===== src/rtl/tt_mux_alu.sv =====
module tt_mux_alu #(
  parameter int W = 8
) (
  input  logic [W-1:0] acc_a,
  input  logic [W-1:0] bus_b,
  input  logic [1:0]   op_kind,
  input  logic [3:0]   fn_code,
  output logic [W-1:0] result,
  output logic         carry_out
);
  localparam int NIB = W / 4;
  localparam logic [3:0] PAT_ZERO = 4'b0000;
  localparam logic [3:0] PAT_A    = 4'b1100;
  localparam logic [3:0] PAT_B    = 4'b1010;
  localparam logic [3:0] PAT_NB   = 4'b0101;

  logic [3:0]   pat_x, pat_y;
  logic         cin;
  logic [W-1:0] lu, xa, yb, sum;
  logic [NIB:0] c;
  logic         is_logic;

  always_comb begin
    pat_x = PAT_ZERO;
    pat_y = PAT_ZERO;
    cin   = 1'b0;
    case (op_kind)
      2'b01: begin pat_x = PAT_A;    pat_y = PAT_B;  end
      2'b10: begin pat_x = PAT_A;    pat_y = PAT_NB; cin = 1'b1; end
      2'b11: begin pat_x = PAT_ZERO; pat_y = PAT_B;  end
      default: ;
    endcase
  end

  for (genvar i = 0; i < W; i++) begin : g_slice
    assign lu[i] = fn_code[{acc_a[i], bus_b[i]}];
    assign xa[i] = pat_x[{acc_a[i], bus_b[i]}];
    assign yb[i] = pat_y[{acc_a[i], bus_b[i]}];
  end

  assign c[0] = cin;
  for (genvar n = 0; n < NIB; n++) begin : g_nib
    assign {c[n+1], sum[4*n +: 4]} = {1'b0, xa[4*n +: 4]} + {1'b0, yb[4*n +: 4]} + {4'b0000, c[n]};
  end

  assign is_logic  = (op_kind == 2'b00);
  assign result    = is_logic ? lu : sum;
  assign carry_out = is_logic ? 1'b0 : c[NIB];

  always_comb begin

    if (op_kind == 2'b00 && fn_code == 4'b1000)
      and_fn_chk: assert (result == (acc_a & bus_b)) else $error("and function wrong");

    if (op_kind == 2'b00 && fn_code == 4'b0110)
      xor_fn_chk: assert (result == (acc_a ^ bus_b)) else $error("xor function wrong");

    if (op_kind == 2'b00)
      logic_carry_chk: assert (!carry_out) else $error("carry set in logic mode");

    if (op_kind == 2'b01)
      add_sum_chk: assert ({carry_out, result} == ({1'b0, acc_a} + {1'b0, bus_b}))
        else $error("add sum wrong");

    if (op_kind == 2'b10)
      sub_diff_chk: assert ({carry_out, result} == ({1'b0, acc_a} + {1'b0, ~bus_b} + (W+1)'(1)))
        else $error("subtract wrong");

    if (op_kind == 2'b11)
      load_pass_chk: assert (result == bus_b && !carry_out) else $error("load wrong");
  end
endmodule


===== config.mk =====
export PLATFORM = sky130hd
export DESIGN_NAME = tt_mux_alu
export DESIGN_NICKNAME = d
export VERILOG_FILES = /design/src/rtl/tt_mux_alu.sv
export SDC_FILE = /design/constraint.sdc
export NUM_CORES = 1
export LEC_CHECK = 0
export BUFFER_PORTS_ARGS = -buffer_cell sky130_fd_sc_hd__buf_4
export CAP_MARGIN = 5
export CELL_PAD_IN_SITES_DETAIL_PLACEMENT = 1
export CELL_PAD_IN_SITES_GLOBAL_PLACEMENT = 1
export CORE_MARGIN = 2
export CORE_UTILIZATION = 30
export DETAILED_ROUTE_END_ITERATION = 12
export PLACE_DENSITY_LB_ADDON = 0.15
export SYNTH_ARGS = -nofsm -noshare
export SYNTH_HDL_FRONTEND = slang
export SYNTH_SLANG_ARGS = --single-unit

===== constraint.sdc =====
create_clock -name vclk -period 5.65
set_input_delay 1.13 -clock vclk [all_inputs]
set_output_delay 1.13 -clock vclk [all_outputs]
set_load 0.01 [all_outputs]

==> results.toml, run 1 <==
[status]
outcome = "complete, no violations"

[route]
antenna_violating_nets_left = 0
avgViaCountPerCell = 5.333
detail_route.wl_per_cell_um = 15.75
drt_first_iter_violations = 9
detail_route.drc_violations = 0
dr.pass1.iters = 2
detailroute.via_count = 784
total_routed_length_um = 2315

[synth]
post_synth_num_cell_types = 21
netlist_instances = 87
yosys.area.top_type = "sky130_fd_sc_hd__mux4_1"
combinational_family_with_the_most_area_after_synthesis = "multiplexers"
postSynthNetCount = 123
syn-mean-instance-area_um2 = 8.557
synth_compound_area_frac = 0.1513
synth.cells.most_frequent = "sky130_fd_sc_hd__a21oi_1 (12), sky130_fd_sc_hd__ha_1 (10), sky130_fd_sc_hd__nand2_1 (9), sky130_fd_sc_hd__nor2_1 (9)"
post_synth_xor_xnor_area = 0.02353
synthMostInstantiatedCell = "sky130_fd_sc_hd__a21oi_1"
synth.area.mux_share = 0.2975
synth_area_um2 = 744.5
yosys.area_share.adder = 0.2756
synth_largest_type_area_fraction = 0.1765
yosysSeqAreaShare = 0
synthesis.yosys.warnings = 0
synth_simple_gate_area_share = 0.2050
ys_top_cells_by_area = "sky130_fd_sc_hd__mux4_1 (18%), sky130_fd_sc_hd__ha_1 (17%), sky130_fd_sc_hd__fa_1 (11%)"

[power]
power.ir.vdd_worst_mv = 0.04504
power.density_nw_per_um2 = 119.6
cellLeakagePower_nw = 0.4999

[place]
dp.final_hpwl_um = 1870
place.port_buffers = 31
post_place_setup_slack_ns = 0.4350
placed_cell_area_um2 = 1017
finalWeightedCongestion = 0.8359
numPlacedInstances = 147

[cells_and_area]
fillers = 297
multi_input_comb_area_um2 = 709.4
numSequentialCells = 0
ratio_of_cells_with_drive_above_1_in_the_final_layout = 0.3248
design.final.nets = 155
fin_cells = 147
final_cell_area_um2 = 1017
syn_to_final_growth_pct = 36.64
ff_latch_area_um2 = 0
clock_buffer_count = 0
antenna_cells_inserted = 0

[clocking]
post_cts.repair.setup_buffers = 0
hold_buffers = 0
post_cts.resized_instances = 0

[setup_path]
crit_path_max_incr_delay_ns = 0.44
crit_path_max_fanout = 8
cp_cell_sequence = "buf_4, inv_1, ha_1, nand2_1, fa_1, inv_1, fa_1, a21o_1, a21oi_1, fa_1, inv_1, fa_1, mux2_2, buf_4"
critPathLaunchType = "input port"
worst_path_max_delay_cell = "sky130_fd_sc_hd__ha_1"
timing.critical_path.buf_inv = 5
timing.critical_path.mode_cell = "sky130_fd_sc_hd__fa_1"
worst_ep_required_time_ns = 4.52
critical_path_class = "in2out"
path_delay_family = "adder cells"
timing.critical_path.to_type = "output pin"
cp.arrival_ns = 4.07

[hold_path]
worstHoldEndpoint = "result[2]"
min-delay-start = "acc_a[2]"
worst_hold_path.num_cells = 5
min_path_type = "in2out"

[floorplan]
die_h_um = 53.82
boundaryPins = 31
floorplan.core_area_um2 = 2410
die_area_um2 = 2896
starting_utilization_of_the_core_area = 0.3089
placement_rows = 18
die_span_in_x_um = 53.82

[global_route]
gr-total-overflow = 0
maximum_number_of_pins_on_one_net_before_global_route_repair = 17
all_layer_gr_usage = 0.1751
grt_first_pass_wirelength_um = 3726
antenna_violations_before_repair = 0
grt_pass1_vias = 760

[timing]
finalSetupViolations = 0
maxSlewHeadroom = 0.6031
final.min_clock_period_ns = 5.202
worst_slack_ns = 0.4475
hold_violations = 0
grt_setup_unrepaired = "no"
final.setup.tns_ns = 0
fin_crit_sh = 0.9208
timing.hold.ws_ns = 2.699
max_clock_freq_ghz = 0.1922
report.final.slew_viol_count = 0
worst-slew-pin-transition_ns = 0.5954

[flow_run]
max_cap_violations = 0
[how the worst max path moves through the flow]
stage / start / to / slack (ns) / cells past startpoint
after floorplan: op_kind[1] / result[6] / 0.75 / 15
after global placement: op_kind[0] / result[5] / 0.51 / 14
after detailed placement: op_kind[0] / result[5] / 0.44 / 14
after CTS: op_kind[0] / result[5] / 0.42 / 14
after global routing: op_kind[0] / result[5] / 0.25 / 14
final: op_kind[0] / result[5] / 0.45 / 14
[routing by layer]
layer,global-route usage,vias up,share of wire
met5,0,-,0
met4,0,0,0
met3,0.005556,0,0.048
met2,0.2907,22,0.45
met1,0.2677,381,0.50
li1,-,381,-
[final cells by class]
class,count,share of cell area
multi-input combinational,78,0.6974
timing repair buffer,33,0.2435
tap,30,0.03690
inverter,6,0.02214
[power by group]
group          switching [mW]  leakage, nW  internal [mW]
combinational          0.0570        0.500         0.0647
sequential                  0            0              0
clock                       0            0              0
[stage by stage]
stage / utilization / power [mW]
after detailed placement: 0.4221 / 0.1231
after global placement: 0.4221 / 0.1202
after CTS: 0.4221 / 0.1237
after floorplan: - / 0.06769
after global routing: 0.4221 / 0.1361
final: 0.4221 / 0.1217
[cells by family after synthesis]
group / after synthesis
fa+ha+maj: 14
buf+inv: 9
mux: 10
compound gates: 21
xor+xnor: 2
simple gates: 31
[layout by cell type, fill, tap and decap left out, drive strengths merged, types with 4 or more instances in the layout]
cell type	n
and2	6
fa	4
mux4	8
ha	10
inv	6
o21ai	6
buf	33
a21oi	12
nand2	9
nor2	9
Power figures use the tool's default switching activity.
==> run 2: changes to the inputs <==
Settings changed: BUFFER_PORTS_ARGS -buffer_cell sky130_fd_sc_hd__buf_4 to unset, DONT_BUFFER_PORTS set to 1, SLEW_MARGIN set to 20, TNS_END_PERCENT set to 100.
==> results.toml, run 2 (same netlist as run 1, synthesis figures left out) <==
[route]
drt_first_iter_violations = 2
antenna_violating_nets_left = 0
total_routed_length_um = 2147
avgViaCountPerCell = 5.617
dr.pass1.iters = 4
detail_route.drc_violations = 0
detail_route.wl_per_cell_um = 18.67
detailroute.via_count = 646

[power]
switching_power_uw = 44.25
share_of_power_burned_in_combinational_logic = 1.000
power.ir.vdd_worst_mv = 0.03953
power.density_nw_per_um2 = 106.3
cellLeakagePower_nw = 0.3451
power_frac_clock = 0
share_seq_of_total_power = 0
report.power.total_uw = 82.60
cellInternalPower_uw = 38.35
fraction_of_power_spent_switching_nets = 0.5357

[hold_path]
min_path_type = "in2out"

[global_route]
grt_pass1_vias = 752
antenna_violations_before_repair = 0
grt_first_pass_wirelength_um = 3553
all_layer_gr_usage = 0.1740
gr-total-overflow = 0
maximum_number_of_pins_on_one_net_before_global_route_repair = 17

[clocking]
hold_buffers = 0
post_cts.repair.setup_buffers = 0
post_cts.resized_instances = 0

[setup_path]
critical_path_class = "in2out"
worst_ep_required_time_ns = 4.52
critPathLaunchType = "input port"
cp-startpoint = "op_kind[0]"
crit_path_max_fanout = 9
timing.critical_path.to_type = "output pin"
cp.arrival_ns = 3.91
crit_end = "result[6]"

[place]
place.port_buffers = 0
dp.final_hpwl_um = 1712
finalWeightedCongestion = 0.8435
post_place_setup_slack_ns = 0.5972

[cells_and_area]
design.final.nets = 123
ratio_of_cells_with_drive_above_1_in_the_final_layout = 0.07059
fillers = 299
syn_to_final_growth_pct = 4.370
layout.cells.most_common = "sky130_fd_sc_hd__a21oi_1"
multi_input_comb_area_um2 = 709.4
clock_buffer_count = 0
numSequentialCells = 0
layout_common_cells = "sky130_fd_sc_hd__a21oi_1 (12), sky130_fd_sc_hd__ha_1 (10), sky130_fd_sc_hd__nand2_1 (9), sky130_fd_sc_hd__nor2_1 (9)"
ff_latch_area_um2 = 0
util_after_layout = 0.3224
antenna_cells_inserted = 0

[timing]
worst-slew-pin-transition_ns = 0.5752
grt_setup_unrepaired = "no"
report.final.slew_viol_count = 0
max_clock_freq_ghz = 0.1983
fin_crit_sh = 0.8927
worst_slack_ns = 0.6060
final.setup.tns_ns = 0
final.min_clock_period_ns = 5.044
maxSlewHeadroom = 0.6165
hold_violations = 0
finalSetupViolations = 0

[floorplan]
floorplan.core_area_um2 = 2410
starting_utilization_of_the_core_area = 0.3089
die_area_um2 = 2896
die_h_um = 53.82
placement_rows = 18
boundaryPins = 31
die_span_in_x_um = 53.82

[status]
outcome = "complete, no violations"

[flow_run]
max_cap_violations = 0
==> run 2: cell count changes in the layout (fill, tap and decap cells not counted) <==
cell / previous run / this run
sky130_fd_sc_hd__buf_4: 33 / 1
==> run 2: worst max-delay path: stages <==
cell and delay [ns]:
sky130_fd_sc_hd__inv_1 0.03, sky130_fd_sc_hd__ha_1 0.32, sky130_fd_sc_hd__o21ai_0 0.25, sky130_fd_sc_hd__fa_1 0.22
sky130_fd_sc_hd__inv_1 0.05, sky130_fd_sc_hd__fa_1 0.41, sky130_fd_sc_hd__a21o_1 0.18, sky130_fd_sc_hd__a21oi_1 0.17
sky130_fd_sc_hd__fa_1 0.22, sky130_fd_sc_hd__inv_1 0.06, sky130_fd_sc_hd__fa_1 0.41, sky130_fd_sc_hd__xnor2_1 0.15
sky130_fd_sc_hd__o21ai_0 0.31
==> run 2: how the worst min path moves through the flow <==
stage | start | endpoint | cells past startpoint
after global routing | acc_a[7] | result[7] | 3
after CTS | acc_a[7] | result[7] | 3
after global placement | acc_a[7] | result[7] | 3
after detailed placement | acc_a[7] | result[7] | 3
final | acc_a[7] | result[7] | 3
after floorplan | acc_a[7] | result[7] | 3
==> run 2: metrics by stage <==
stage	hold WS [ns]	instances	cell area, um2
final	2.540	115	777.0
after global placement	2.549	115	777.0
after global routing	2.590	115	777.0
after CTS	2.541	115	777.0
after detailed placement	2.540	115	777.0
after floorplan	2.522	87	744.5
==> run 2: cell type report <==
| type | instances | share of cell area |
|---|---|---|
| inverter | 6 | 0.02899 |
| tap | 30 | 0.04831 |
| multi-input combinational | 78 | 0.9130 |
| timing repair buffer | 1 | 0.009662 |
==> run 2: per-layer routing <==
| metal | global-route usage | share of wire | vias up |
|---|---|---|---|
| met5 | 0 | 0 | - |
| met4 | 0 | 0 | 0 |
| met3 | 0.01667 | 0.079 | 0 |
| met2 | 0.3028 | 0.46 | 25 |
| met1 | 0.2466 | 0.46 | 305 |
| li1 | - | - | 316 |
==> run 2: power by group through the flow <==
stage | clock [mW] | combinational (mW) | sequential (mW)
2_1_floorplan | 0 | 0.0677 | 0
3_3_place_gp | 0 | 0.0821 | 0
3_5_place_dp | 0 | 0.0839 | 0
4_1_cts | 0 | 0.0844 | 0
5_1_grt | 0 | 0.0944 | 0
6_report | 0 | 0.0826 | 0
==> run 3: changes to the inputs <==
Settings changed: ABC_AREA set to 1, REMOVE_ABC_BUFFERS set to 1.
==> results.toml, run 3 <==
[timing]
worst-slew-pin-transition_ns = 0.5069
grt_setup_unrepaired = "no"
worst_slack_ns = 0.6726
maxSlewHeadroom = 0.6620
final.setup.tns_ns = 0
finalSetupViolations = 0
report.final.slew_viol_count = 0
hold_violations = 0
fin_crit_sh = 0.8810
timing.hold.ws_ns = 2.496
final.min_clock_period_ns = 4.977
max_clock_freq_ghz = 0.2009

[global_route]
gr-total-overflow = 0
grt_first_pass_wirelength_um = 4823
maximum_number_of_pins_on_one_net_before_global_route_repair = 14
all_layer_gr_usage = 0.1816
grt_pass1_vias = 1116
antenna_violations_before_repair = 0

[route]
detail_route.drc_violations = 0
avgViaCountPerCell = 5.226
antenna_violating_nets_left = 0
wirelength_met1_um = 1203
highest-signal-layer = "met3"
dr.pass1.iters = 4
detailed_routed_wire_length_on_met2_um = 1348
detail_route.wl_per_cell_um = 14.07
detailroute.via_count = 993
routed-wl-met3_um = 122
drt_first_iter_violations = 13
total_routed_length_um = 2674

[cells_and_area]
syn_to_final_growth_pct = 2.827
layout.cells.most_common = "sky130_fd_sc_hd__nand2_1"
ratio_of_cells_with_drive_above_1_in_the_final_layout = 0.01887
design.final.nets = 197
final_cell_area_um2 = 864.6
clock_buffer_count = 0
ff_latch_area_um2 = 0
layout_common_cells = "sky130_fd_sc_hd__nand2_1 (71), sky130_fd_sc_hd__inv_1 (25), sky130_fd_sc_hd__nand3_1 (15)"
antenna_cells_inserted = 0
numSequentialCells = 0

[place]
post_place_setup_slack_ns = 0.6499
dp.final_hpwl_um = 2214
finalWeightedCongestion = 0.7848
place.port_buffers = 0
placed_cell_area_um2 = 864.6

[flow_run]
max_cap_violations = 0

[setup_path]
critical_path_class = "in2out"
cp.arrival_ns = 3.85
path_delay_family = "adder cells"
cp-startpoint = "op_kind[0]"
worst_path_max_delay_cell = "sky130_fd_sc_hd__fa_1"
timing.critical_path.buf_inv = 3
cp_num_cells = 14
crit_path_max_fanout = 9
critPathLaunchType = "input port"
cp_cell_sequence = "inv_1, ha_1, o21ai_0, fa_1, inv_1, fa_1, nand2_1, nand2_1, a21oi_1, fa_1, inv_1, fa_1, xnor2_1, o21ai_0"
timing.critical_path.mode_cell = "sky130_fd_sc_hd__fa_1"
worst_ep_required_time_ns = 4.52
crit_path_max_incr_delay_ns = 0.40
timing.critical_path.to_type = "output pin"

[hold_path]
worstHoldEndpoint = "result[1]"
min-delay-start = "acc_a[1]"
min_path_type = "in2out"
worst_hold_path.num_cells = 4

[synth]
ys_top_cells_by_area = "sky130_fd_sc_hd__nand2_1 (32%), sky130_fd_sc_hd__ha_1 (15%), sky130_fd_sc_hd__inv_1 (11%)"
yosysSeqAreaShare = 0
syn-mean-instance-area_um2 = 5.222
combinational_family_with_the_most_area_after_synthesis = "simple AND/OR/NAND/NOR gates"
synth_area_um2 = 840.8
synth.cells.most_frequent = "sky130_fd_sc_hd__nand2_1 (71), sky130_fd_sc_hd__inv_1 (25), sky130_fd_sc_hd__nand3_1 (15)"
post_synth_xor_xnor_area = 0.01042
yosys.area_share.adder = 0.2440
synthMostInstantiatedCell = "sky130_fd_sc_hd__nand2_1"
synth_compound_area_frac = 0.1443
yosys.area.top_type = "sky130_fd_sc_hd__nand2_1"
synth_simple_gate_area_share = 0.4583
post_synth_num_cell_types = 17
netlist_instances = 161
synth.area.mux_share = 0
synthesis.yosys.warnings = 0
synth_largest_type_area_fraction = 0.3170

[floorplan]
die_h_um = 56.94
die_area_um2 = 3242
floorplan.core_area_um2 = 2710
die_span_in_x_um = 56.94
placement_rows = 19
boundaryPins = 31
starting_utilization_of_the_core_area = 0.3102

[power]
share_seq_of_total_power = 0
cellInternalPower_uw = 30.02
share_of_power_burned_in_combinational_logic = 1.000
switching_power_uw = 54.94
power.ir.vdd_worst_mv = 0.04741
fraction_of_power_spent_switching_nets = 0.6467
cellLeakagePower_nw = 0.5250
power_frac_clock = 0
power.density_nw_per_um2 = 98.27

[status]
outcome = "complete, no violations"

[clocking]
post_cts.resized_instances = 0
hold_buffers = 0
post_cts.repair.setup_buffers = 0
run 3: cell families (layout without fill, tap and decap cells):
family,after synthesis,after routing
AND/OR/NAND/NOR,94,94
buffers and inverters,29,27
AO/OA/AOI/OAI,23,23
adder cells (fa/ha/maj),14,14
XOR/XNOR,1,1
run 3: tightest hold or removal path: stages:
cell                      delay, ns
sky130_fd_sc_hd__nand3_1       0.06
sky130_fd_sc_hd__nand2_1       0.05
sky130_fd_sc_hd__nand2_1       0.05
sky130_fd_sc_hd__nand2_1       0.08
run 3: power groups by stage:
| stage | logic [mW] | registers [mW] | clock network [mW] |
|---|---|---|---|
| 2_1_floorplan | 0.0676 | 0 | 0 |
| 3_3_place_gp | 0.0836 | 0 | 0 |
| 3_5_place_dp | 0.0868 | 0 | 0 |
| 4_1_cts | 0.0874 | 0 | 0 |
| 5_1_grt | 0.100 | 0 | 0 |
| 6_report | 0.0850 | 0 | 0 |
run 3: worst max-delay path by stage:
stage and end:
3_3_place_gp result[6], 3_5_place_dp result[6], 5_1_grt result[6], 6_report result[6], 2_1_floorplan result[6], 4_1_cts result[6]
run 3: routing by layer:
| layer | global-route usage | vias up |
|---|---|---|
| li1 | - | 502 |
| met1 | 0.2241 | 474 |
| met2 | 0.3596 | 17 |
| met3 | 0.01587 | 0 |
| met4 | 0 | 0 |
| met5 | 0 | - |
run 3: stage by stage:
step,power (mW),cells,util
2_1_floorplan,0.06762,158,-
3_3_place_gp,0.08357,190,0.3190
3_5_place_dp,0.08679,190,0.3190
4_1_cts,0.08741,190,0.3190
5_1_grt,0.1003,190,0.3190
6_report,0.08496,190,0.3190
run 3: area by class of cell:
| type | instances | area (um2) |
|---|---|---|
| Tap cell | 31 | 38.79 |
| Fill cell | 394 | 1846 |
| Timing Repair Buffer | 1 | 7.507 |
| Inverter | 26 | 97.59 |
| Multi-Input combinational cell | 132 | 720.7 |
